===== config.mk =====
export PLATFORM = sky130hd
export DESIGN_NAME = gated_reload_timer
export DESIGN_NICKNAME = d
export VERILOG_FILES = /design/src/rtl/gated_reload_timer.sv
export SDC_FILE = /design/constraint.sdc
export NUM_CORES = 1
export LEC_CHECK = 0
export BUFFER_PORTS_ARGS = -buffer_cell sky130_fd_sc_hd__clkbuf_2
export CAP_MARGIN = 20
export CORE_MARGIN = 2
export CORE_UTILIZATION = 28
export DETAILED_ROUTE_END_ITERATION = 7
export REMOVE_ABC_BUFFERS = 1
export SLEW_MARGIN = 40
export SYNTH_ARGS = -nofsm -noshare
export SYNTH_HDL_FRONTEND = slang
export SYNTH_SLANG_ARGS = --single-unit
export TNS_END_PERCENT = 100

===== constraint.sdc =====
create_clock -name clk -period 2 [get_ports clk]
set_clock_uncertainty 0.05 [all_clocks]
set_input_delay 0.3 -clock clk [delete_from_list [all_inputs] [get_ports clk]]
set_output_delay 0.3 -clock clk [all_outputs]
set_load 0.02 [all_outputs]

===== src/rtl/gated_reload_timer.sv =====
module gated_reload_timer #(
  parameter int W = 8
) (
  input  logic         clk,
  input  logic         rst_n,
  input  logic         tick_in,
  input  logic         ext_clk,
  input  logic         gate,
  input  logic         reg_we,
  input  logic [1:0]   reg_addr,
  input  logic [W-1:0] reg_wdata,
  output logic [W-1:0] reg_rdata,
  output logic         ovf_tick,
  output logic         toggle_out,
  output logic         irq
);
  localparam logic [W-1:0] TOP = '1;

  logic [W-1:0] count, reload;
  logic         run, ext_sel, gate_en, irq_en, flag;
  logic [2:0]   ext_sync;
  logic [1:0]   gate_sync;
  logic         ext_rise, src_step, gate_ok, step, wrap;
  logic         wr_reload, wr_ctrl, clr_flag;

  assign ext_rise  = ext_sync[1] & ~ext_sync[2];
  assign src_step  = ext_sel ? ext_rise : tick_in;
  assign gate_ok   = ~gate_en | gate_sync[1];
  assign step      = run & gate_ok & src_step;
  assign wrap      = step & (count == TOP);
  assign wr_reload = reg_we & (reg_addr == 2'd0);
  assign wr_ctrl   = reg_we & (reg_addr == 2'd1);
  assign clr_flag  = reg_we & (reg_addr == 2'd2) & reg_wdata[0];
  assign irq       = flag & irq_en;

  always_ff @(posedge clk or negedge rst_n) begin
    if (!rst_n) begin
      ext_sync  <= '0;
      gate_sync <= '0;
    end else begin
      ext_sync  <= {ext_sync[1:0], ext_clk};
      gate_sync <= {gate_sync[0], gate};
    end
  end

  always_ff @(posedge clk or negedge rst_n) begin
    if (!rst_n) begin
      run     <= 1'b0;
      ext_sel <= 1'b0;
      gate_en <= 1'b0;
      irq_en  <= 1'b0;
      reload  <= '0;
    end else begin
      if (wr_ctrl) {irq_en, gate_en, ext_sel, run} <= reg_wdata[3:0];
      if (wr_reload) reload <= reg_wdata;
    end
  end

  always_ff @(posedge clk or negedge rst_n) begin
    if (!rst_n) count <= '0;
    else if (wr_reload && !run) count <= reg_wdata;
    else if (wrap) count <= reload;
    else if (step) count <= count + 1'b1;
  end

  always_ff @(posedge clk or negedge rst_n) begin
    if (!rst_n) begin
      ovf_tick   <= 1'b0;
      toggle_out <= 1'b0;
      flag       <= 1'b0;
    end else begin
      ovf_tick <= wrap;
      if (wrap) toggle_out <= ~toggle_out;
      if (wrap) flag <= 1'b1;
      else if (clr_flag) flag <= 1'b0;
    end
  end

  always_comb begin
    case (reg_addr)
      2'd0:    reg_rdata = reload;
      2'd1:    reg_rdata = W'({irq_en, gate_en, ext_sel, run});
      2'd2:    reg_rdata = W'(flag);
      default: reg_rdata = count;
    endcase
  end
endmodule



# After elaboration in Yosys (flattened, before gate mapping)
# Cells that the tools add are included.
# word_totals
in_bits,16
reg_bits,28
# op_classes
mux,7
bitwise,13
eq_ne,3
addsub,1
reduce_logical,5
# ops
operator,n
$mux 8,3
$pmux 8 s3,1
$and 1x1->1,9
$add 8x1->8 const B,1
$eq 8x8->1 const B,1
$mux 1,3
$not 1->1,3
$reduce_bool 3->1,1
$eq 2x1->1 const B,1
$eq 2x2->1 const B,1
$logic_not 2->1,1
$reduce_bool 2->1,1
$logic_and 1x1->1,1
$logic_not 1->1,1
$or 1x1->1,1

# Logic depth before layout (Yosys ltp)
# Gate-level depths: netlist (run 1).
# logic_depth
word_depth,7
depth_mapped,6

# Worst setup path before layout (run 1)
# Ideal clock, no wire load.
# synth_path
path_kind,reg2reg
startpoint,register count[0]
endpoint,register count[5]
path_buffers,0
arrival_time_ns,1.363
required_ns,1.855
setup_slack_ns,0.491
setup_ns,0.095
period_less_slack_ns,1.509
stages_incl_launch_ff,6
cell_sequence,dfrtp_1 ha_1 and4_4 nand4_4 and3_1 o31ai_1
# synth_between
elab_chain_len,4
# synth_lines
item,line_no,text
from (decl),19,"logic [W-1:0] count, reload;"
from (signal assigned),61,else if (wr_reload && !run) count <= reg_wdata;
from (signal assigned),62,else if (wrap) count <= reload;
from (signal assigned),63,else if (step) count <= count + 1'b1;
$add 8x1->8 / $eq 8x8->1 (equally long branches),"63, 30",
$mux 8 / $and 1x1->1 (equally long branches),"63, 30",
$mux 8,62,
$mux 8,61,
# Several ways; a longest one is shown, not always the timed one. The select of a mux whose other input is x is not followed.
# A chain may end at the register's enable or synchronous reset.

# Final worst setup path (run 1)
# layout_path
startpoint,register run
endpoint,output reg_rdata[0]
# layout_between
elab_chain_len,1
# layout_lines
item,line_no,text
from (decl),20,"logic run, ext_sel, gate_en, irq_en, flag;"
from (signal assigned),54,"if (wr_ctrl) {irq_en, gate_en, ext_sel, run} <= reg_wdata[3:0];"
$pmux 8 s3,80,case (reg_addr)
to (decl),12,"output logic [W-1:0] reg_rdata,"
# No other way between the ends.

==> flow_summary.toml, run 1 <==
[outcome]
run_status = "complete, no violations"

[logic_synthesis]
ys_ff_latch = 28
post-synth-top-area-fraction_pct = 46.82
synth_top_family_by_area = "simple AND/OR/NAND/NOR gates"
synth_area_um2 = 1496
synth_compound_gate_area_share_pct = 12.88
synth-edff-count = 0
synthAdderAreaFrac_pct = 0.8361
synth.mux.area_fraction_pct = 14.55
synthTopCellsByArea = "sky130_fd_sc_hd__dfrtp_1 (47%), sky130_fd_sc_hd__mux2_2 (9.0%), sky130_fd_sc_hd__mux2i_1 (4.0%)"
yosysTopAreaCell = "sky130_fd_sc_hd__dfrtp_1"
synth-simple-area-share_pct = 19.06
synth_seq_area_share_pct = 46.82
yosys_most_used_dff = "sky130_fd_sc_hd__dfrtp_1"
xor_and_xnor_fraction_of_the_mapped_netlist_area_pct = 1.171
post_synth_inst_count = 129
synth-async-reset-ratio_pct = 100.0
synth_warn = 0
count_of_distinct_cell_types_in_the_synthesized_netlist = 43
postSynthAreaPerCell_um2 = 11.60

[route]
route.detailed.vias_per_inst = 4.938
route.antenna.remaining_nets = 0
drt-pass1-iter-count = 4
wl_per_cell_um = 14.50
route.detailed.drc = 0
vias = 1106
dr.first_iter.drc_count = 54
drt_wl_total_um = 3247

[final_layout]
layout.filler_cells = 561
finish.instance_area_um2 = 1745
num-nets-final = 172
layout-area-overhead-vs-synth_pct = 16.64
fraction_of_layout_cells_with_a_size_suffix_above_1_pct = 33.77
layout_common_cells = "sky130_fd_sc_hd__dfrtp_1 (28), sky130_fd_sc_hd__clkbuf_2 (26), sky130_fd_sc_hd__nand2_1 (13)"
layout.cells.most_common = "sky130_fd_sc_hd__dfrtp_1"
antenna_cells = 0

[setup_path]
register_to_register_path_depth = 4
worst_reg2reg_path_endpoint = "count[6]$_DFFE_PN0P_"
setup.worst_path.end_class = "primary output"
regToRegStartpoint = "ext_sel$_DFFE_PN0P_"
timing.critical_path.fanout_max = 5
timing_worst_setup_path_type = "reg2out"
cp.arrival_ns = 1.40
setup.reg_to_reg.worst_slack_ns = 0.27
cp-start-kind = "flop"
worst_ep_required_time_ns = 1.65

[global_routing]
wire_length_of_the_first_global_routing_pass_um = 5664
total_global_routing_track_utilization_pct = 11.84
grt_antenna_before_repair = 0
grt_pass1_vias = 1110
grt_max_degree = 29
global_route.overflow_total = 0

[clock_network]
worst_setup_hold_path_clk_slew_ns = 0.10
clock_path_buffers = 2
cts_made_buffers = 3
max_h_tree_level = 1
cts.repair.resized = 0
worstSkewPairLatency_ns = 0.28
post_cts_hold_buffer_count = 0
clock_sinks = 28
postCtsSetupBuffers = 0
tritoncts_clock_tree = "yes"
cts-root-buf = "sky130_fd_sc_hd__clkbuf_8"

[hold_path]
worst_hold_path_type = "in2async"

[timing]
final_min_period_over_clock_period_pct = 87.57
fmax_mhz = 571.0
fin_setup_tns_ns = 0
report.final.setup_viol = 0
slew-limit-headroom_pct = 47.19
grt_setup_unrepaired = "no"
final_period_minus_worst_setup_slack_ns = 1.751
measured_slew_at_the_worst_slew_check_pin_ns = 0.7921
finalHoldViolations = 0
timing_max_transition_violations_final = 0

[die]
number_of_rows_in_the_core_area = 26
initial_core_util_pct = 29.11
die-area_um2 = 5945
placeableCoreArea_um2 = 5140
design.portCount = 27
floorplan.die.width_um = 77.11
fp.dieH_um = 77.11

[power]
clock_power_share_pct = 25.7
vdd_ir_drop_max_v = 0.0004511
sequentialPowerShare_pct = 49.0
switching_fraction_of_total_power_pct = 33.56
power.static_leakage_uw = 0.0007816
p_int_uw = 1178
combinationalPowerShare_pct = 25.4
switchingPower_uw = 594.9
power_density_nw_per_um2 = 1016

[place]
finalWeightedCongestion = 0.7874
io_buffer_count = 26
place.detailed.hpwl_um = 2295
dpl_cell_area_um2 = 1674

[run]
drv.max_cap_violation_count = 0
==> cell type report <==
type	count	area (um2)	area share, %
multi-input cells	90	725.7	41.58
inverters	4	15.01	0.8602
clock buffers	3	41.29	2.366
repair buffers	28	145.1	8.315
clock inverters	1	30.03	1.720
well taps	70	87.58	5.018
flip-flops and latches	28	700.7	40.14
==> sequential cells by signal (all words and copies together) (netlist names) <==
register / cells
ovf_tick: 1
ext_sel: 1
toggle_out: 1
count: 8
reload: 8
ext_sync: 3
gate_en: 1
irq_en: 1
gate_sync: 2
run: 1
flag: 1
==> per-layer routing <==
| metal | GRT usage, % | up-vias | part of all wire (%) |
|---|---|---|---|
| met5 | 0 | - | 0 |
| met4 | 2.321 | 0 | 0.59 |
| met3 | 3.412 | 4 | 6.5 |
| met2 | 18.68 | 35 | 45 |
| met1 | 16.27 | 540 | 48 |
| li1 | - | 527 | - |
==> critical path, cell delays in order, from the launching register on <==
cell and delay, ns:
sky130_fd_sc_hd__dfrtp_1 0.47, sky130_fd_sc_hd__mux4_2 0.48, sky130_fd_sc_hd__clkbuf_2 0.17
==> through the flow <==
step	util [%]	hold slack [ns]	cells	setup WS (ns)	power, uW
3_5_place_dp	32.57	0.2847	220	0.2669	1334
5_1_grt	33.96	0.04481	224	0.1574	1905
4_1_cts	33.96	0.03227	224	0.2410	1794
3_3_place_gp	32.57	0.2824	220	0.2932	1330
2_1_floorplan	-	-0.04559	122	0.4878	1168
6_report	33.96	0.001231	224	0.2486	1773
==> power by group through the flow <==
stage          clock (uW)  sequential (uW)  combinational [uW]
2_1_floorplan           0              830                 339
3_3_place_gp            0              879                 451
3_5_place_dp            0              880                 454
4_1_cts               470              867                 457
5_1_grt               496              895                 514
6_report              455              868                 450
==> how the worst max path moves through the flow <==
stage | depth (start not counted) | startpoint | endpoint | slack (ns)
finish | 2 | run$_DFFE_PN0P_ | reg_rdata[0] | 0.25
global route | 4 | ext_sel$_DFFE_PN0P_ | count[6]$_DFFE_PN0P_ | 0.16
CTS | 2 | run$_DFFE_PN0P_ | reg_rdata[0] | 0.24
detailed placement | 4 | ext_sel$_DFFE_PN0P_ | count[6]$_DFFE_PN0P_ | 0.27
global placement | 5 | reg_addr[0] | reg_rdata[2] | 0.29
floorplan | 5 | count[0]$_DFFE_PN0P_ | count[5]$_DFFE_PN0P_ | 0.49
==> Yosys cell counts (2+ instances only) <==
| master | count |
|---|---|
| sky130_fd_sc_hd__buf_6 | 3 |
| sky130_fd_sc_hd__and2_1 | 3 |
| sky130_fd_sc_hd__dfrtp_1 | 28 |
| sky130_fd_sc_hd__inv_1 | 4 |
| sky130_fd_sc_hd__nor2_1 | 5 |
| sky130_fd_sc_hd__mux2i_1 | 6 |
| sky130_fd_sc_hd__nand2_1 | 13 |
| sky130_fd_sc_hd__a22o_1 | 4 |
| sky130_fd_sc_hd__o311ai_1 | 3 |
| sky130_fd_sc_hd__mux2_2 | 12 |
| sky130_fd_sc_hd__and3_1 | 2 |
| sky130_fd_sc_hd__nand3_1 | 5 |
| sky130_fd_sc_hd__o21ai_0 | 5 |
| sky130_fd_sc_hd__o211ai_1 | 4 |
| sky130_fd_sc_hd__buf_2 | 2 |
| sky130_fd_sc_hd__nand3b_1 | 2 |
| sky130_fd_sc_hd__a31oi_1 | 2 |
==> cell families after synthesis <==
logic type / count (synthesis)
AO/OA/AOI/OAI: 25
multiplexers: 19
buffers and inverters: 11
flip-flops: 28
adder cells (fa/ha/maj): 1
XOR/XNOR: 2
AND/OR/NAND/NOR: 43
Power figures use the tool's default switching activity.
==> inputs of run 2 (changes only) <==
Settings changed: CORE_UTILIZATION 28 to 40.
==> flow_summary.toml, run 2 (synthesized netlist as in run 1, its figures left out) <==
[timing]
slew-limit-headroom_pct = 51.00
final_min_period_over_clock_period_pct = 87.69
measured_slew_at_the_worst_slew_check_pin_ns = 0.7349
report.final.setup_viol = 0
timing_max_transition_violations_final = 0
fin_setup_tns_ns = 0
setup_slack_ns = 0.2461
fmax_mhz = 570.2
finalHoldViolations = 0
final_period_minus_worst_setup_slack_ns = 1.754
grt_setup_unrepaired = "no"

[die]
number_of_rows_in_the_core_area = 22
fp.dieH_um = 65.17
die-area_um2 = 4246
placeableCoreArea_um2 = 3633
design.portCount = 27
initial_core_util_pct = 41.18
floorplan.die.width_um = 65.17

[route]
drt-pass1-iter-count = 4
route.detailed.vias_per_inst = 5.436
wl_per_cell_um = 15.31
vias = 1109
dr.first_iter.drc_count = 44
route.detailed.drc = 0
drt_wl_total_um = 3123
route.antenna.remaining_nets = 0

[global_routing]
grt_pass1_vias = 1154
wire_length_of_the_first_global_routing_pass_um = 5451
grt_max_degree = 29
grt_antenna_before_repair = 0
total_global_routing_track_utilization_pct = 16.63
global_route.overflow_total = 0

[run]
drv.max_cap_violation_count = 0

[place]
io_buffer_count = 26
finalWeightedCongestion = 0.8227
dpl_cell_area_um2 = 1662
place.detailed.hpwl_um = 2274
place_ws_ns = 0.2989

[final_layout]
layout-area-overhead-vs-synth_pct = 14.72
num-nets-final = 174
layout.cells.most_common = "sky130_fd_sc_hd__dfrtp_1"
fraction_of_layout_cells_with_a_size_suffix_above_1_pct = 34.62
antenna_cells = 0
finish.instance_area_um2 = 1717
largestRegisters = "count x8, reload x8, ext_sync x3"
layout_common_cells = "sky130_fd_sc_hd__dfrtp_1 (28), sky130_fd_sc_hd__clkbuf_2 (26), sky130_fd_sc_hd__nand2_1 (13)"
layout.filler_cells = 376

[power]
switchingPower_uw = 588.0
combinationalPowerShare_pct = 27.6
power_uw = 1680
power.static_leakage_uw = 0.0007843
switching_fraction_of_total_power_pct = 35.00
power_density_nw_per_um2 = 978.7
p_int_uw = 1092
sequentialPowerShare_pct = 51.6
clock_power_share_pct = 20.8
vdd_ir_drop_max_v = 0.0004083

[clock_network]
clock_path_buffers = 2
postCtsSetupBuffers = 0
max_h_tree_level = 1
worstSkewPairLatency_ns = 0.27
cts_made_buffers = 3
cts-root-buf = "sky130_fd_sc_hd__clkbuf_8"
cts.repair.resized = 0
clock_sinks = 28
worst_setup_hold_path_clk_slew_ns = 0.09
post_cts_hold_buffer_count = 0
tritoncts_clock_tree = "yes"

[setup_path]
setup.worst_path.end_class = "primary output"
worst_ep_required_time_ns = 1.65
crit_path_cell_trace = "mux4_2 > clkbuf_2"
timing.critical_path.fanout_max = 5
worst-path-buf-inv = 1
cp.arrival_ns = 1.40
cpPeakStageDelay_ns = 0.49
critPathSlowestCell = "sky130_fd_sc_hd__mux4_2"
timing.critical_path.max_delay_family = "multiplexers"
timing_worst_setup_path_type = "reg2out"
cp-start-kind = "flop"

[outcome]
run_status = "complete, no violations"

[hold_path]
worst_hold_path_type = "in2async"
-- run 2: power by group through the flow --
stage	Clock, uW	Combinational (uW)	Sequential (uW)
global route	392	521	889
floorplan	0	339	830
global placement	0	454	877
detailed placement	0	458	880
finish	349	463	867
CTS	359	472	867
-- run 2: per-layer routing --
layer  GRT usage, %  vias up  part of all wire, %
li1               -      535                    -
met1          22.67      542                   47
met3          3.082        7                  4.6
met2          26.15       25                   46
met5              0        -                    0
met4          6.771        0                  1.8
-- run 2: final timing paths --
check | startpoint | endpoint | slack (ns) | cells after the start
max in group asynchronous | rst_n | reload[3]$_DFFE_PN0P_ | 1.45 | 1
min | rst_n | reload[6]$_DFFE_PN0P_ | 0.001 | 1
min in group clk | ext_clk | ext_sync[0]$_DFF_PN0_ | 0.07 | 1
max | run$_DFFE_PN0P_ | reg_rdata[0] | 0.25 | 2
max reg2reg | ext_sel$_DFFE_PN0P_ | toggle_out$_DFFE_PN0P_ | 0.28 | 4
min reg2reg | ext_sync[0]$_DFF_PN0_ | ext_sync[1]$_DFF_PN0_ | 0.31 | 0
-- run 2: per-stage QoR --
step,instances,hold slack (ns),util (%)
after floorplan,122,-0.04559,-
after global placement,200,0.2823,45.73
after detailed placement,200,0.2888,45.73
after CTS,204,0.03212,47.25
after global routing,204,0.03911,47.25
final,204,0.001496,47.25
-- run 2: final cells by class --
| cell class | instances | area (um2) | share of cell area, % |
|---|---|---|---|
| sequential | 28 | 700.7 | 40.82 |
| timing repair buffer | 30 | 160.2 | 9.329 |
| inverter | 4 | 15.01 | 0.8746 |
| tap | 48 | 60.06 | 3.499 |
| clock buffer | 4 | 55.05 | 3.207 |
| multi-input combinational | 90 | 725.7 | 42.27 |
==> inputs of run 3 (changes only) <==
Settings changed: BUFFER_PORTS_ARGS -buffer_cell sky130_fd_sc_hd__clkbuf_2 to not set, DONT_BUFFER_PORTS set to 1.
==> flow_summary.toml, run 3 (synthesized netlist as in run 1, its figures left out) <==
[timing]
final_min_period_over_clock_period_pct = 87.98
grt_setup_unrepaired = "no"
finalHoldViolations = 0
final_period_minus_worst_setup_slack_ns = 1.760
final.hold.worst_slack_ns = 0.1060
fmax_mhz = 568.3
slew-limit-headroom_pct = 46.46
fin_setup_tns_ns = 0
report.final.setup_viol = 0
setup_slack_ns = 0.2404
timing_max_transition_violations_final = 0
measured_slew_at_the_worst_slew_check_pin_ns = 0.8031

[run]
drv.max_cap_violation_count = 0

[place]
dpl_cell_area_um2 = 1531
finalWeightedCongestion = 0.7856
io_buffer_count = 0
place.detailed.hpwl_um = 2145
place_ws_ns = 0.2655

[die]
number_of_rows_in_the_core_area = 22
initial_core_util_pct = 41.18
floorplan.die.width_um = 65.17
placeableCoreArea_um2 = 3633
die-area_um2 = 4246
fp.dieH_um = 65.17
design.portCount = 27

[clock_network]
postCtsSetupBuffers = 0
cts.repair.resized = 0
clock_path_buffers = 2
worstSkewPairLatency_ns = 0.27
worst_setup_hold_path_clk_slew_ns = 0.10
cts-root-buf = "sky130_fd_sc_hd__clkbuf_8"
clock_sinks = 28
tritoncts_clock_tree = "yes"
max_h_tree_level = 1
cts_made_buffers = 3

[setup_path]
regToRegStartpoint = "ext_sel$_DFFE_PN0P_"
worst_ep_required_time_ns = 2.12
cp.arrival_ns = 1.88
timing.critical_path.fanout_max = 18
cp-start-kind = "flop"
setup.worst_path.end_class = "flop"
timing.critical_path.from = "ext_sel$_DFFE_PN0P_"
timing_worst_setup_path_type = "reg2reg"

[power]
clock_power_share_pct = 25.5
power_uw = 1728
sequentialPowerShare_pct = 50.1
switchingPower_uw = 558.0
switching_fraction_of_total_power_pct = 32.28
combinationalPowerShare_pct = 24.4
p_int_uw = 1170
vdd_ir_drop_max_v = 0.0004667
power_density_nw_per_um2 = 1046
power.static_leakage_uw = 0.0007019

[route]
route.antenna.remaining_nets = 0
drt_wl_total_um = 3029
wl_per_cell_um = 16.64
route.detailed.vias_per_inst = 5.742
vias = 1045
route.detailed.drc = 0
drt-pass1-iter-count = 4
dr.first_iter.drc_count = 54

[final_layout]
finish.instance_area_um2 = 1653
layout.filler_cells = 358
largestRegisters = "count x8, reload x8, ext_sync x3"
layout_common_cells = "sky130_fd_sc_hd__dfrtp_1 (28), sky130_fd_sc_hd__nand2_1 (13), sky130_fd_sc_hd__mux2_2 (12)"
num-nets-final = 152
antenna_cells = 0
fraction_of_layout_cells_with_a_size_suffix_above_1_pct = 21.64
layout-area-overhead-vs-synth_pct = 10.45
layout.cells.most_common = "sky130_fd_sc_hd__dfrtp_1"

[global_routing]
grt_antenna_before_repair = 0
grt_pass1_vias = 1090
grt_max_degree = 29
wire_length_of_the_first_global_routing_pass_um = 5244
global_route.overflow_total = 0
total_global_routing_track_utilization_pct = 15.96

[hold_path]
worstHoldStart = "reg_wdata[2]"
worst_hold_path_type = "in2reg"

[outcome]
run_status = "complete, no violations"
==> run 3: cell types whose count changed in the layout (fill, tap and decap cells not counted), sizes merged <==
| cell | previous run | this run |
|---|---|---|
| clkbuf | 30 | 3 |
| dlygate4sd3 | 0 | 3 |
| buf | 4 | 5 |
| bufinv | 0 | 1 |
==> run 3: layer usage <==
metal / part of all wire (%) / routed length, um / track usage (%) / vias up
met2: 47 / 1418 / 25.13 / 41
li1: - / - / - / 489
met4: 0.76 / 23 / 2.865 / 0
met5: 0 / 0 / 0 / -
met1: 43 / 1312 / 21.64 / 511
met3: 9.0 / 274 / 5.479 / 4
==> run 3: final timing paths <==
kind,endpoint,slack [ns],cells past startpoint
max in group asynchronous,reload[3]$_DFFE_PN0P_,1.35,2
worst min register to register,ext_sync[1]$_DFF_PN0_,0.31,0
worst min-delay path,count[2]$_DFFE_PN0P_,0.11,2
worst max register to register,count[6]$_DFFE_PN0P_,0.24,4
min in group asynchronous,reload[2]$_DFFE_PN0P_,0.40,2
worst max-delay path,count[6]$_DFFE_PN0P_,0.24,4
==> run 3: through the flow <==
step                utilization (%)  std cells
floorplan                         -        122
global placement              42.15        174
detailed placement            42.15        174
CTS                           45.49        182
global route                  45.49        182
finish                        45.49        182
==> run 3: cell type report <==
| type | count | area (um2) | share of cell area (%) |
|---|---|---|---|
| tap | 48 | 60.06 | 3.634 |
| clock buffer | 3 | 41.29 | 2.498 |
| timing repair buffer | 8 | 80.08 | 4.845 |
| sequential | 28 | 700.7 | 42.39 |
| inverter | 4 | 15.01 | 0.9084 |
| multi-input combinational | 90 | 725.7 | 43.91 |
| clock inverter | 1 | 30.03 | 1.817 |
==> run 3: power by group through the flow <==
stage	registers (uW)	clock network (uW)	logic, uW
2_1_floorplan	830	0	339
3_3_place_gp	871	0	399
3_5_place_dp	878	0	406
4_1_cts	864	459	428
5_1_grt	892	477	481
6_report	866	441	422
==> run 3: timing repair <==
item | CTS | global route
endpoints found under the hold margin | 30 | 0
setup endpoints to repair | 0 | 0
hold buffers | 4 | 0
==> run 3: worst max-delay path, stage by stage, from the launching register on <==
cell and delay, ns:
sky130_fd_sc_hd__dfrtp_1 0.41, sky130_fd_sc_hd__and3b_1 0.20, sky130_fd_sc_hd__o221ai_2 0.62, sky130_fd_sc_hd__o41ai_1 0.16, sky130_fd_sc_hd__a31o_1 0.21
